`src/rtl/brk_pkg.sv`:
```
package brk_pkg;
  localparam int unsigned OFF_STAT    = 'h0;
  localparam int unsigned OFF_FLAGCTL = 'h3;
  localparam int unsigned OFF_ADDR_LO = 'hD;
  localparam int unsigned OFF_CTRL    = 'hE;
  localparam int unsigned BIT_SBRK    = 1;
  localparam int unsigned BIT_CLR_EN  = 7;
  localparam int unsigned BIT_EN      = 7;
  localparam int unsigned BIT_ACT     = 6;
endpackage

```
`src/rtl/brk_regs.sv`:
```
module brk_regs
  import brk_pkg::*;
#(
  parameter int unsigned ADDR_W   = 16,
  parameter int unsigned DATA_W   = 8,
  parameter int unsigned REG_BASE = 'hFE00
) (
  input  logic              clk_i,
  input  logic              rst_ni,
  input  logic              sel_i,
  input  logic              wr_i,
  input  logic [ADDR_W-1:0] addr_i,
  input  logic [DATA_W-1:0] wdata_i,
  output logic [DATA_W-1:0] rdata_o,
  input  logic              active_i,
  input  logic              sw_break_i,
  output logic [ADDR_W-1:0] brk_addr_o,
  output logic              brk_en_o,
  output logic              clr_en_o,
  output logic              act_clr_o
);
  localparam int unsigned NBYTES = ADDR_W / DATA_W;
  localparam logic [ADDR_W-1:0] A_STAT = ADDR_W'(REG_BASE + OFF_STAT);
  localparam logic [ADDR_W-1:0] A_FCTL = ADDR_W'(REG_BASE + OFF_FLAGCTL);
  localparam logic [ADDR_W-1:0] A_CTRL = ADDR_W'(REG_BASE + OFF_CTRL);

  logic              wr_hit;
  logic              sbrk_q, en_q, clr_en_q;
  logic [DATA_W-1:0] byte_q [NBYTES];

  assign wr_hit = sel_i & wr_i;

  // compare address, low byte at the highest offset
  for (genvar i = 0; i < NBYTES; i++) begin : g_abyte
    localparam logic [ADDR_W-1:0] A_BYTE = ADDR_W'(REG_BASE + OFF_ADDR_LO - i);
    always_ff @(posedge clk_i or negedge rst_ni) begin
      if (!rst_ni)                          byte_q[i] <= '0;
      else if (wr_hit && addr_i == A_BYTE)  byte_q[i] <= wdata_i;
    end
    assign brk_addr_o[i*DATA_W +: DATA_W] = byte_q[i];
  end

  always_ff @(posedge clk_i or negedge rst_ni) begin
    if (!rst_ni) begin
      en_q     <= 1'b0;
      clr_en_q <= 1'b0;
      sbrk_q   <= 1'b0;
    end else begin
      if (wr_hit && addr_i == A_CTRL) en_q     <= wdata_i[BIT_EN];
      if (wr_hit && addr_i == A_FCTL) clr_en_q <= wdata_i[BIT_CLR_EN];
      if (sw_break_i)
        sbrk_q <= 1'b1;
      else if (wr_hit && addr_i == A_STAT && !wdata_i[BIT_SBRK] && (!active_i || clr_en_q))
        sbrk_q <= 1'b0;
    end
  end

  assign act_clr_o = wr_hit && addr_i == A_CTRL && !wdata_i[BIT_ACT];
  assign brk_en_o  = en_q;
  assign clr_en_o  = clr_en_q;

  always_comb begin
    rdata_o = '0;
    if (sel_i) begin
      if (addr_i == A_STAT) rdata_o[BIT_SBRK]   = sbrk_q;
      if (addr_i == A_FCTL) rdata_o[BIT_CLR_EN] = clr_en_q;
      if (addr_i == A_CTRL) begin
        rdata_o[BIT_EN]  = en_q;
        rdata_o[BIT_ACT] = active_i;
      end
      for (int i = 0; i < int'(NBYTES); i++)
        if (addr_i == ADDR_W'(REG_BASE + OFF_ADDR_LO - i)) rdata_o = byte_q[i];
    end
  end
endmodule

```
`src/rtl/brk_trigger.sv`:
```
module brk_trigger #(
  parameter int unsigned ADDR_W = 16
) (
  input  logic              clk_i,
  input  logic              rst_ni,
  input  logic [ADDR_W-1:0] cpu_addr_i,
  input  logic              cpu_valid_i,
  input  logic              instr_last_i,
  input  logic [ADDR_W-1:0] brk_addr_i,
  input  logic              brk_en_i,
  input  logic              act_clr_i,
  output logic              req_o,
  output logic              active_o
);
  logic hit, fire;
  logic pend_q, req_q, act_q;

  // no new hits while a break is in progress
  assign hit  = brk_en_i && cpu_valid_i && (cpu_addr_i == brk_addr_i) && !act_q;
  assign fire = (hit || pend_q) && instr_last_i && !act_q;

  always_ff @(posedge clk_i or negedge rst_ni) begin
    if (!rst_ni) begin
      pend_q <= 1'b0;
      req_q  <= 1'b0;
      act_q  <= 1'b0;
    end else begin
      req_q <= fire;
      if (fire)     pend_q <= 1'b0;
      else if (hit) pend_q <= 1'b1;
      if (fire)           act_q <= 1'b1;
      else if (act_clr_i) act_q <= 1'b0;
    end
  end

  assign req_o    = req_q;
  assign active_o = act_q;
endmodule

```
`src/rtl/brk_vector.sv`:
```
module brk_vector #(
  parameter int unsigned ADDR_W   = 16,
  parameter int unsigned VEC_NORM = 'hFFFC,
  parameter int unsigned VEC_MON  = 'hFEFC
) (
  input  logic              monitor_i,
  output logic [ADDR_W-1:0] vec_o
);
  localparam logic [ADDR_W-1:0] V_N = ADDR_W'(VEC_NORM);
  localparam logic [ADDR_W-1:0] V_M = ADDR_W'(VEC_MON);
  assign vec_o = monitor_i ? V_M : V_N;
endmodule

```
`src/rtl/brk_unit.sv`:
```
module brk_unit #(
  parameter int unsigned ADDR_W   = 16,
  parameter int unsigned DATA_W   = 8,
  parameter int unsigned REG_BASE = 'hFE00,
  parameter int unsigned VEC_NORM = 'hFFFC,
  parameter int unsigned VEC_MON  = 'hFEFC
) (
  input  logic              clk_i,
  input  logic              rst_ni,
  input  logic              reg_sel_i,
  input  logic              reg_wr_i,
  input  logic [ADDR_W-1:0] reg_addr_i,
  input  logic [DATA_W-1:0] reg_wdata_i,
  output logic [DATA_W-1:0] reg_rdata_o,
  input  logic [ADDR_W-1:0] cpu_addr_i,
  input  logic              cpu_valid_i,
  input  logic              instr_last_i,
  input  logic              monitor_i,
  input  logic              sw_break_i,
  output logic              brk_req_o,
  output logic              freeze_o,
  output logic              flag_clr_en_o,
  output logic [ADDR_W-1:0] vec_addr_o
);
  logic [ADDR_W-1:0] brk_addr;
  logic              brk_en, clr_en, act_clr, active;

  brk_regs #(.ADDR_W(ADDR_W), .DATA_W(DATA_W), .REG_BASE(REG_BASE)) regs_i (
    .clk_i      (clk_i),
    .rst_ni     (rst_ni),
    .sel_i      (reg_sel_i),
    .wr_i       (reg_wr_i),
    .addr_i     (reg_addr_i),
    .wdata_i    (reg_wdata_i),
    .rdata_o    (reg_rdata_o),
    .active_i   (active),
    .sw_break_i (sw_break_i),
    .brk_addr_o (brk_addr),
    .brk_en_o   (brk_en),
    .clr_en_o   (clr_en),
    .act_clr_o  (act_clr)
  );

  brk_trigger #(.ADDR_W(ADDR_W)) trig_i (
    .clk_i        (clk_i),
    .rst_ni       (rst_ni),
    .cpu_addr_i   (cpu_addr_i),
    .cpu_valid_i  (cpu_valid_i),
    .instr_last_i (instr_last_i),
    .brk_addr_i   (brk_addr),
    .brk_en_i     (brk_en),
    .act_clr_i    (act_clr),
    .req_o        (brk_req_o),
    .active_o     (active)
  );

  brk_vector #(.ADDR_W(ADDR_W), .VEC_NORM(VEC_NORM), .VEC_MON(VEC_MON)) vec_i (
    .monitor_i (monitor_i),
    .vec_o     (vec_addr_o)
  );

  assign freeze_o      = active;
  assign flag_clr_en_o = !active || clr_en;
endmodule

```
`config.mk`:
```
export PLATFORM = sky130hd
export DESIGN_NAME = brk_unit
export DESIGN_NICKNAME = d
export VERILOG_FILES = /design/src/rtl/brk_pkg.sv /design/src/rtl/brk_regs.sv /design/src/rtl/brk_trigger.sv /design/src/rtl/brk_vector.sv /design/src/rtl/brk_unit.sv
export SDC_FILE = /design/constraint.sdc
export NUM_CORES = 1
export LEC_CHECK = 0
export ABC_AREA = 1
export BUFFER_PORTS_ARGS = -buffer_cell sky130_fd_sc_hd__buf_2
export CORE_MARGIN = 5
export CORE_UTILIZATION = 30
export DETAILED_ROUTE_END_ITERATION = 10
export PLACE_DENSITY = 0.56
export SLEW_MARGIN = 20
export SYNTH_ARGS = -nofsm -noshare
export SYNTH_HDL_FRONTEND = slang
export SYNTH_SLANG_ARGS = --single-unit
```
`constraint.sdc`:
```
create_clock -name clk_i -period 1.2 [get_ports clk_i]
set_clock_uncertainty 0.1 [all_clocks]
set_input_delay 0.18 -clock clk_i [delete_from_list [all_inputs] [get_ports clk_i]]
set_output_delay 0.18 -clock clk_i [all_outputs]
set_load 0.05 [all_outputs]
```
[After elaboration in Yosys (flattened, before gate mapping)]
Index checks and enable logic that the tools add are counted.
Operators by class
  eq/ne operators: 6
  muxes and demuxes: 13
  bitwise operators: 1
  reduce and logical (&&, ||, !) cells: 21
Operator list (number)
  equality test 16 bit, second input constant: 5
  2-to-1 mux 8 bit: 3
  equality test 16 bit: 1
  logical AND 1 bit: 13
  2-to-1 mux 9 bit: 1
  2-to-1 mux 1 bit: 8
  nonzero test 2 bit: 3
  logical NOT 1 bit: 3
  logical OR 1 bit: 2
  2-to-1 mux 2 bit: 1
  AND 1 bit: 1
Word-level totals
  register bits after elaboration: 22
  bits of input ports: 48
  logic and storage cells: 49

[Logic depth before layout (Yosys ltp)]
Gate-level depths: netlist of the first run.
  depth after elaboration: 7
  mapped depth: 10

[Hierarchy]
A second synthesis of the first run with hierarchy kept.
Second synthesis, totals
  cells, all modules: 242
  area, all modules: 1651.6 um2
Modules (own cells, without submodules)
  brk_regs: instances 1, cells each 150, area an instance 1134.8 um2, seq. area each 475.5 um2
  brk_trigger: instances 1, cells each 72, area an instance 385.4 um2, seq. area each 75.1 um2
  brk_vector: instances 1, cells each 18, area an instance 123.9 um2, seq. area each 0.0 um2
  brk_unit: instances 1, cells each 2, area an instance 7.5 um2, seq. area each 0.0 um2

[Worst setup path before layout of the first run]
Ideal clock, no wire load.
  path type: input to output
  from: input port reg_addr_i[7]
  to: output port reg_rdata_o[7]
  data arrival time: 1.805 ns
  path slack: -0.885 ns
  cell stages on the path: 7
  path through: nor2_1 -> nand2_2 -> nor3_1 -> nand3_1 -> nand2_1 -> nor2_1 -> nor3_1
Between the ends
  longest elaborated chain between the ends: 6
  elaborated cells on any way between the ends: 9
RTL lines
  start, declared: RTL line brk_unit.sv:12  | input logic [ADDR_W-1:0] reg_addr_i,
  equality test 16 bit: RTL line brk_regs.sv:66  | if (addr_i == A_FCTL) rdata_o[BIT_CLR_EN] = clr_en_q;
  2-to-1 mux 1 bit: RTL line brk_regs.sv:66
  2-to-1 mux 2 bit: RTL line brk_regs.sv:67  | if (addr_i == A_CTRL) begin
  2-to-1 mux 8 bit: RTL line brk_regs.sv:72  | if (addr_i == ADDR_W'(REG_BASE + OFF_ADDR_LO - i)) rdata_o = byte_q[i];
  2-to-1 mux 8 bit *: RTL line brk_regs.sv:72
  2-to-1 mux 8 bit *: RTL line brk_regs.sv:64  | if (sel_i) begin
  end, declared: RTL line brk_unit.sv:14  | output logic [DATA_W-1:0] reg_rdata_o,
Mark *: on every way between the ends. The rest lies on a longest branch, timed or not.

[Final worst setup path of the first run]
  from: input port reg_addr_i[8]
  to: output port reg_rdata_o[6]
Between the ends
  longest elaborated chain between the ends: 5
  elaborated cells on any way between the ends: 7
RTL lines (RTL line)
  equality test 16 bit: brk_regs.sv:67
  2-to-1 mux 2 bit: brk_regs.sv:67
  2-to-1 mux 8 bit: brk_regs.sv:72
  2-to-1 mux 8 bit *: brk_regs.sv:72
  2-to-1 mux 8 bit *: brk_regs.sv:64
Marked as above.

==> reports/results.tsv, run 1 <==
metric	value	unit
worst_skew_pair.late_latency	280	ps
powerDensity	692	nW/µm²
dp_cells	395	
synth_common_cells	nand2_1, inv_1, dfrtp_1, nor2_1, o21ai_2	
place_ws	-534	ps
finalSetupViolCount	14	
ys_ff_latch	22	
netlist_instances	240	
wl_met1	2.10	mm
yosys_warnings	0	
arrival	1290	ps
syn_area	1710	µm²
grt_max_degree	23	
die_y	85.4	µm
async_flop_share	1.00	
die_area	7290	µm²
p_int	1.39	mW
cts_max_level	1	
die_x	85.4	µm
root_buffer	clkbuf_8	
startpoint_type	input port	
finalCriticalPeriod	1570	ps
syn_to_final_growth	69.7	%
r2r-start	regs_i.brk_addr_o[9]	
numCtsBuffers	3	
stdcell_area	2890	µm²
rsz0062_at_grt	yes	
multiInputGateArea	1230	µm²
initial_utilization	0.310	
grt_pass1_vias	1710	
fill_cells	531	
hold_end	trig_i.active_o	
power.leakage	1.55	nW
worstMarginPinSlew	510	ps
worstReg2RegEnd	trig_i.active_o	
cp_data_required_time	920	ps
p_comb_frac	0.264	
clock.fmax	0.635	GHz
drc	0	
grt_pass1_wl	7.60	mm
core_area	5510	µm²
violations	negative setup slack	
synth_top_area_frac	0.323	
overflow	0	
p_clk_frac	0.359	
reg2reg_depth	8	
wirelength	5.10	mm
hp-class	input port to flop	
wl_per_cell	12.4	µm
synth_area_leaders	dfrtp_1, nand2_1, inv_1	
instances_no_fill	412	
r2r_slack	-160	ps
swShare	0.305	
status	finished, violations left	
clockBufferDepth	2	
fp-row-count	27	
synth_cell_types	26	
power	2.00	mW
cts_tree	built	
seqPwrFrac	0.377	
hold-path-cell-count	3	
holdWs	64.0	ps
ioPinCount	75	
cp_max_fo	7	
yosysTopAreaCell	dfrtp_1	
path_clk_slew	90	ps
utilization	0.526	
place_hpwl	3.62	mm
dr.pass1.iters	4	
critPathKind	input port to primary output	
met2_length	2.70	mm
antenna_found_initial	0	
yosysMostFrequentCell	nand2_1	
seqCellArea	553	µm²
drt_iter0_drc	29	
synth_edf_count	0	
finalHoldViolCount	0	
grtUsageTotal	0.128	
io_buffers	59	
via_per_inst	4.28	
finalWorstSetupSlack	-374	ps
ant_nets	0	
finalNetCount	389	
highest_layer	met4	
finalMaxSlewViolations	0	
synth_ff_type	dfrtp_1	
fin_crit_sh	1.31	
dpl_cell_area	2340	µm²
irDropWorstVdd	0.592	mV
netSwitchingPower	0.610	mW
synth_area_per_cell	7.11	µm²
ys_seq_area_frac	0.323	
min-delay-start	reg_wdata_i[6]	
dr_wl_met3	240	µm
antenna_cells	0	
finalSetupTns	-3390	ps
slew_headroom	0.660	
worstSetupEndpointType	primary output	
via_count	1764	
routabilityCongestion	0.885	
maxCapViolCount	0	
drive_above_1_share	0.562	
cts.sink_count	22	
[final cells by class]
| cell class | count | share of cell area |
|---|---|---|
| clock inverters | 1 | 0.0104 |
| repair buffers | 98 | 0.261 |
| well taps | 72 | 0.0311 |
| flip-flops and latches | 22 | 0.191 |
| clock buffers | 3 | 0.0143 |
| multi-input cells | 174 | 0.426 |
| inverters | 42 | 0.0666 |
[cells in the final DEF, fill, tap and decap left out, drive strengths merged, types with 7 or more instances in the layout]
| cell | instances |
|---|---|
| nand3 | 10 |
| o21ai | 22 |
| nand2 | 75 |
| nor2 | 24 |
| buf | 96 |
| xor2 | 7 |
| a21oi | 8 |
| inv | 38 |
| dfrtp | 22 |
| conb | 15 |
[worst max-delay path: stages]
cell and delay [ps]:
buf_6 100, nor2_4 110, nand2_4 70, nor2_8 180
nand2_4 100, clkinv_8 90, nand2_4 50, nand2_2 60
inv_2 40, a21oi_4 150, buf_6 170
[state kept, by name, summed over array words and instances, names as in the netlist]
register and cells:
regs_i.sbrk_q 1, trig_i.active_o 1, trig_i.pend_q 1, regs_i.brk_addr_o 16, regs_i.clr_en_o 1, regs_i.brk_en_o 1, trig_i.req_o 1
[power groups by stage]
stage / Sequential (mW) / Clock, mW / Combinational, mW
floorplan: 0.784 / 0 / 0.269
global placement: 0.766 / 0 / 0.416
detailed placement: 0.767 / 0 / 0.418
CTS: 0.754 / 0.719 / 0.479
global route: 0.755 / 0.742 / 0.566
finish: 0.754 / 0.719 / 0.529
[worst max path at each step]
stage | from | depth (start not counted) | end
6_report | reg_addr_i[8] | 11 | reg_rdata_o[6]
5_1_grt | reg_addr_i[10] | 12 | reg_rdata_o[1]
4_1_cts | reg_addr_i[9] | 12 | reg_rdata_o[1]
3_5_place_dp | reg_addr_i[8] | 11 | reg_rdata_o[6]
3_3_place_gp | reg_addr_i[7] | 11 | reg_rdata_o[6]
2_1_floorplan | reg_addr_i[7] | 7 | reg_rdata_o[7]
[per-layer routing]
layer | track usage | vias to the layer above
met3 | 0.0146 | 6
met5 | 0 | -
met1 | 0.156 | 808
met2 | 0.234 | 40
met4 | 0.0388 | 0
li1 | - | 910
[repair_timing]
| action | in CTS | in global routing |
|---|---|---|
| pin swaps | 18 | 28 |
| cloned | 0 | 2 |
| gates resized for setup | 54 | 47 |
| hold buffers | 2 | 0 |
| buffers inserted | 4 | 5 |
| setup endpoints to repair | 29 | 31 |
| endpoints found under the hold margin | 23 | 0 |
[logic make-up (layout without fill, tap and decap cells)]
logic type,count (synthesis),after routing,synth area share
AND/OR/NAND/NOR,116,118,0.318
other,2,15,0.00440
AO/OA/AOI/OAI,32,32,0.132
buffers and inverters,59,144,0.177
flip-flops,22,22,0.323
XOR/XNOR,9,9,0.0462
(Power assumes the default switching activity.)
==> inputs of run 2 (changes only) <==
- CORE_ASPECT_RATIO: unset -> 1.75
- CTS_CLUSTER_DIAMETER: unset -> 30
==> reports/results.tsv, run 2 (synthesized netlist as in run 1, its figures left out) <==
metric	value	unit
via_count	1782	
antenna_found_initial	0	
finalCriticalPeriod	1640	ps
seqPwrFrac	0.376	
cts.sink_count	22	
fp-row-count	36	
drive_above_1_share	0.544	
drt_iter0_drc	49	
swShare	0.300	
ant_nets	0	
core_area	5540	µm²
startpoint_type	input port	
place_hpwl	3.79	mm
worst_skew_pair.late_latency	270	ps
largest_reg_flops	16	
antenna_cells	0	
root_buffer	clkbuf_8	
initial_utilization	0.308	
violations	negative hold slack, negative setup slack	
grt_max_degree	23	
grtUsageTotal	0.136	
routabilityCongestion	0.814	
finalHoldViolCount	1	
worstSetupEndpointType	primary output	
cts_max_level	1	
overflow	0	
status	finished, violations left	
clockBufferDepth	2	
finalWorstSetupSlack	-443	ps
powerDensity	713	nW/µm²
maxCapViolCount	0	
netSwitchingPower	0.602	mW
fin_crit_sh	1.37	
rsz0062_at_grt	yes	
path_clk_slew	80	ps
power.leakage	1.49	nW
wirelength	5.09	mm
holdWs	-1.29	ps
grt_pass1_wl	7.49	mm
final_cell_mix	nand2_1, buf_2, inv_1, buf_4, dfrtp_1	
io_buffers	59	
utilization	0.508	
finalNetCount	387	
critPathKind	input port to primary output	
wl_per_cell	12.3	µm
p_comb_frac	0.269	
hp-class	input port to flop	
drc	0	
ioPinCount	75	
cp_max_fo	6	
via_per_inst	4.30	
numCtsBuffers	3	
cts_tree	built	
clock.fmax	0.609	GHz
p_clk_frac	0.355	
grt_pass1_vias	1715	
place_ws	-503	ps
finalMaxSlewViolations	0	
power	2.01	mW
arrival	1360	ps
finalSetupViolCount	15	
cp_data_required_time	920	ps
worstMarginPinSlew	511	ps
fill_cells	565	
mostFrequentLayoutCell	nand2_1	
irDropWorstVdd	0.479	mV
slew_headroom	0.659	
die_y	110	µm
die_area	7350	µm²
die_x	67.0	µm
dr.pass1.iters	3	
p_int	1.41	mW
syn_to_final_growth	65.1	%
==> run 2: path summary, 6_finish.rpt <==
path	start	endpoint	slack, ps	cells after the start
hold / removal	sw_break_i	regs_i.sbrk_q	-1	2
min in group asynchronous	rst_ni	trig_i.pend_q	300	2
setup reg to reg	regs_i.brk_addr_o[1]	trig_i.active_o	-240	10
hold reg to reg	regs_i.sbrk_q	regs_i.sbrk_q	390	1
setup / recovery	reg_addr_i[7]	reg_rdata_o[6]	-440	9
max in group asynchronous	rst_ni	trig_i.active_o	330	2
==> run 2: metal layers <==
metal / share of wire / up-vias / global-route usage
met3: 0.060 / 13 / 0.0133
met4: 0.030 / 0 / 0.0624
met1: 0.35 / 803 / 0.133
li1: - / 908 / -
met5: 0 / - / 0
met2: 0.56 / 58 / 0.272
==> run 2: power by group through the flow <==
stage	combinational, mW	sequential, mW	clock (mW)
2_1_floorplan	0.269	0.784	0
4_1_cts	0.505	0.755	0.721
5_1_grt	0.581	0.754	0.750
3_5_place_dp	0.434	0.768	0
6_report	0.540	0.755	0.712
3_3_place_gp	0.431	0.769	0
==> run 2: through the flow <==
step | hold slack, ps | area, µm² | TNS [ps] | cells
floorplan | -216 | 1870 | -1760 | 253
global placement | 79.8 | 2360 | -8260 | 399
detailed placement | 86.4 | 2360 | -8360 | 399
CTS | 0.434 | 2670 | -3650 | 410
global route | 4.61 | 2820 | -5340 | 414
finish | -1.29 | 2820 | -4160 | 414
==> run 2: area by class of cell <==
| class | count | area, µm² | share of cell area |
|---|---|---|---|
| Multi-Input combinational cell | 173 | 1180 | 0.419 |
| Sequential cell | 22 | 552 | 0.196 |
| Timing Repair Buffer | 97 | 742 | 0.264 |
| Tap cell | 76 | 95.1 | 0.0338 |
| Clock buffer | 3 | 41.3 | 0.0147 |
| Inverter | 42 | 175 | 0.0622 |
| Clock inverter | 1 | 30.0 | 0.0107 |
==> run 2: repair_timing <==
| action | CTS | global route |
|---|---|---|
| setup endpoints to repair | 15 | 23 |
| hold buffers | 1 | 0 |
| buffers inserted | 7 | 3 |
| pin swaps | 14 | 19 |
| gates resized for setup | 56 | 28 |
| hold endpoints to repair | 22 | 0 |
| gates cloned | 0 | 1 |
==> run 2: worst max-delay path, stage by stage <==
cell and delay [ps]:
buf_2 110, nor2_4 120, nand2_4 100, inv_1 110
nand3_1 150, nor2_4 140, nand3_2 100, a21oi_4 160
buf_6 170
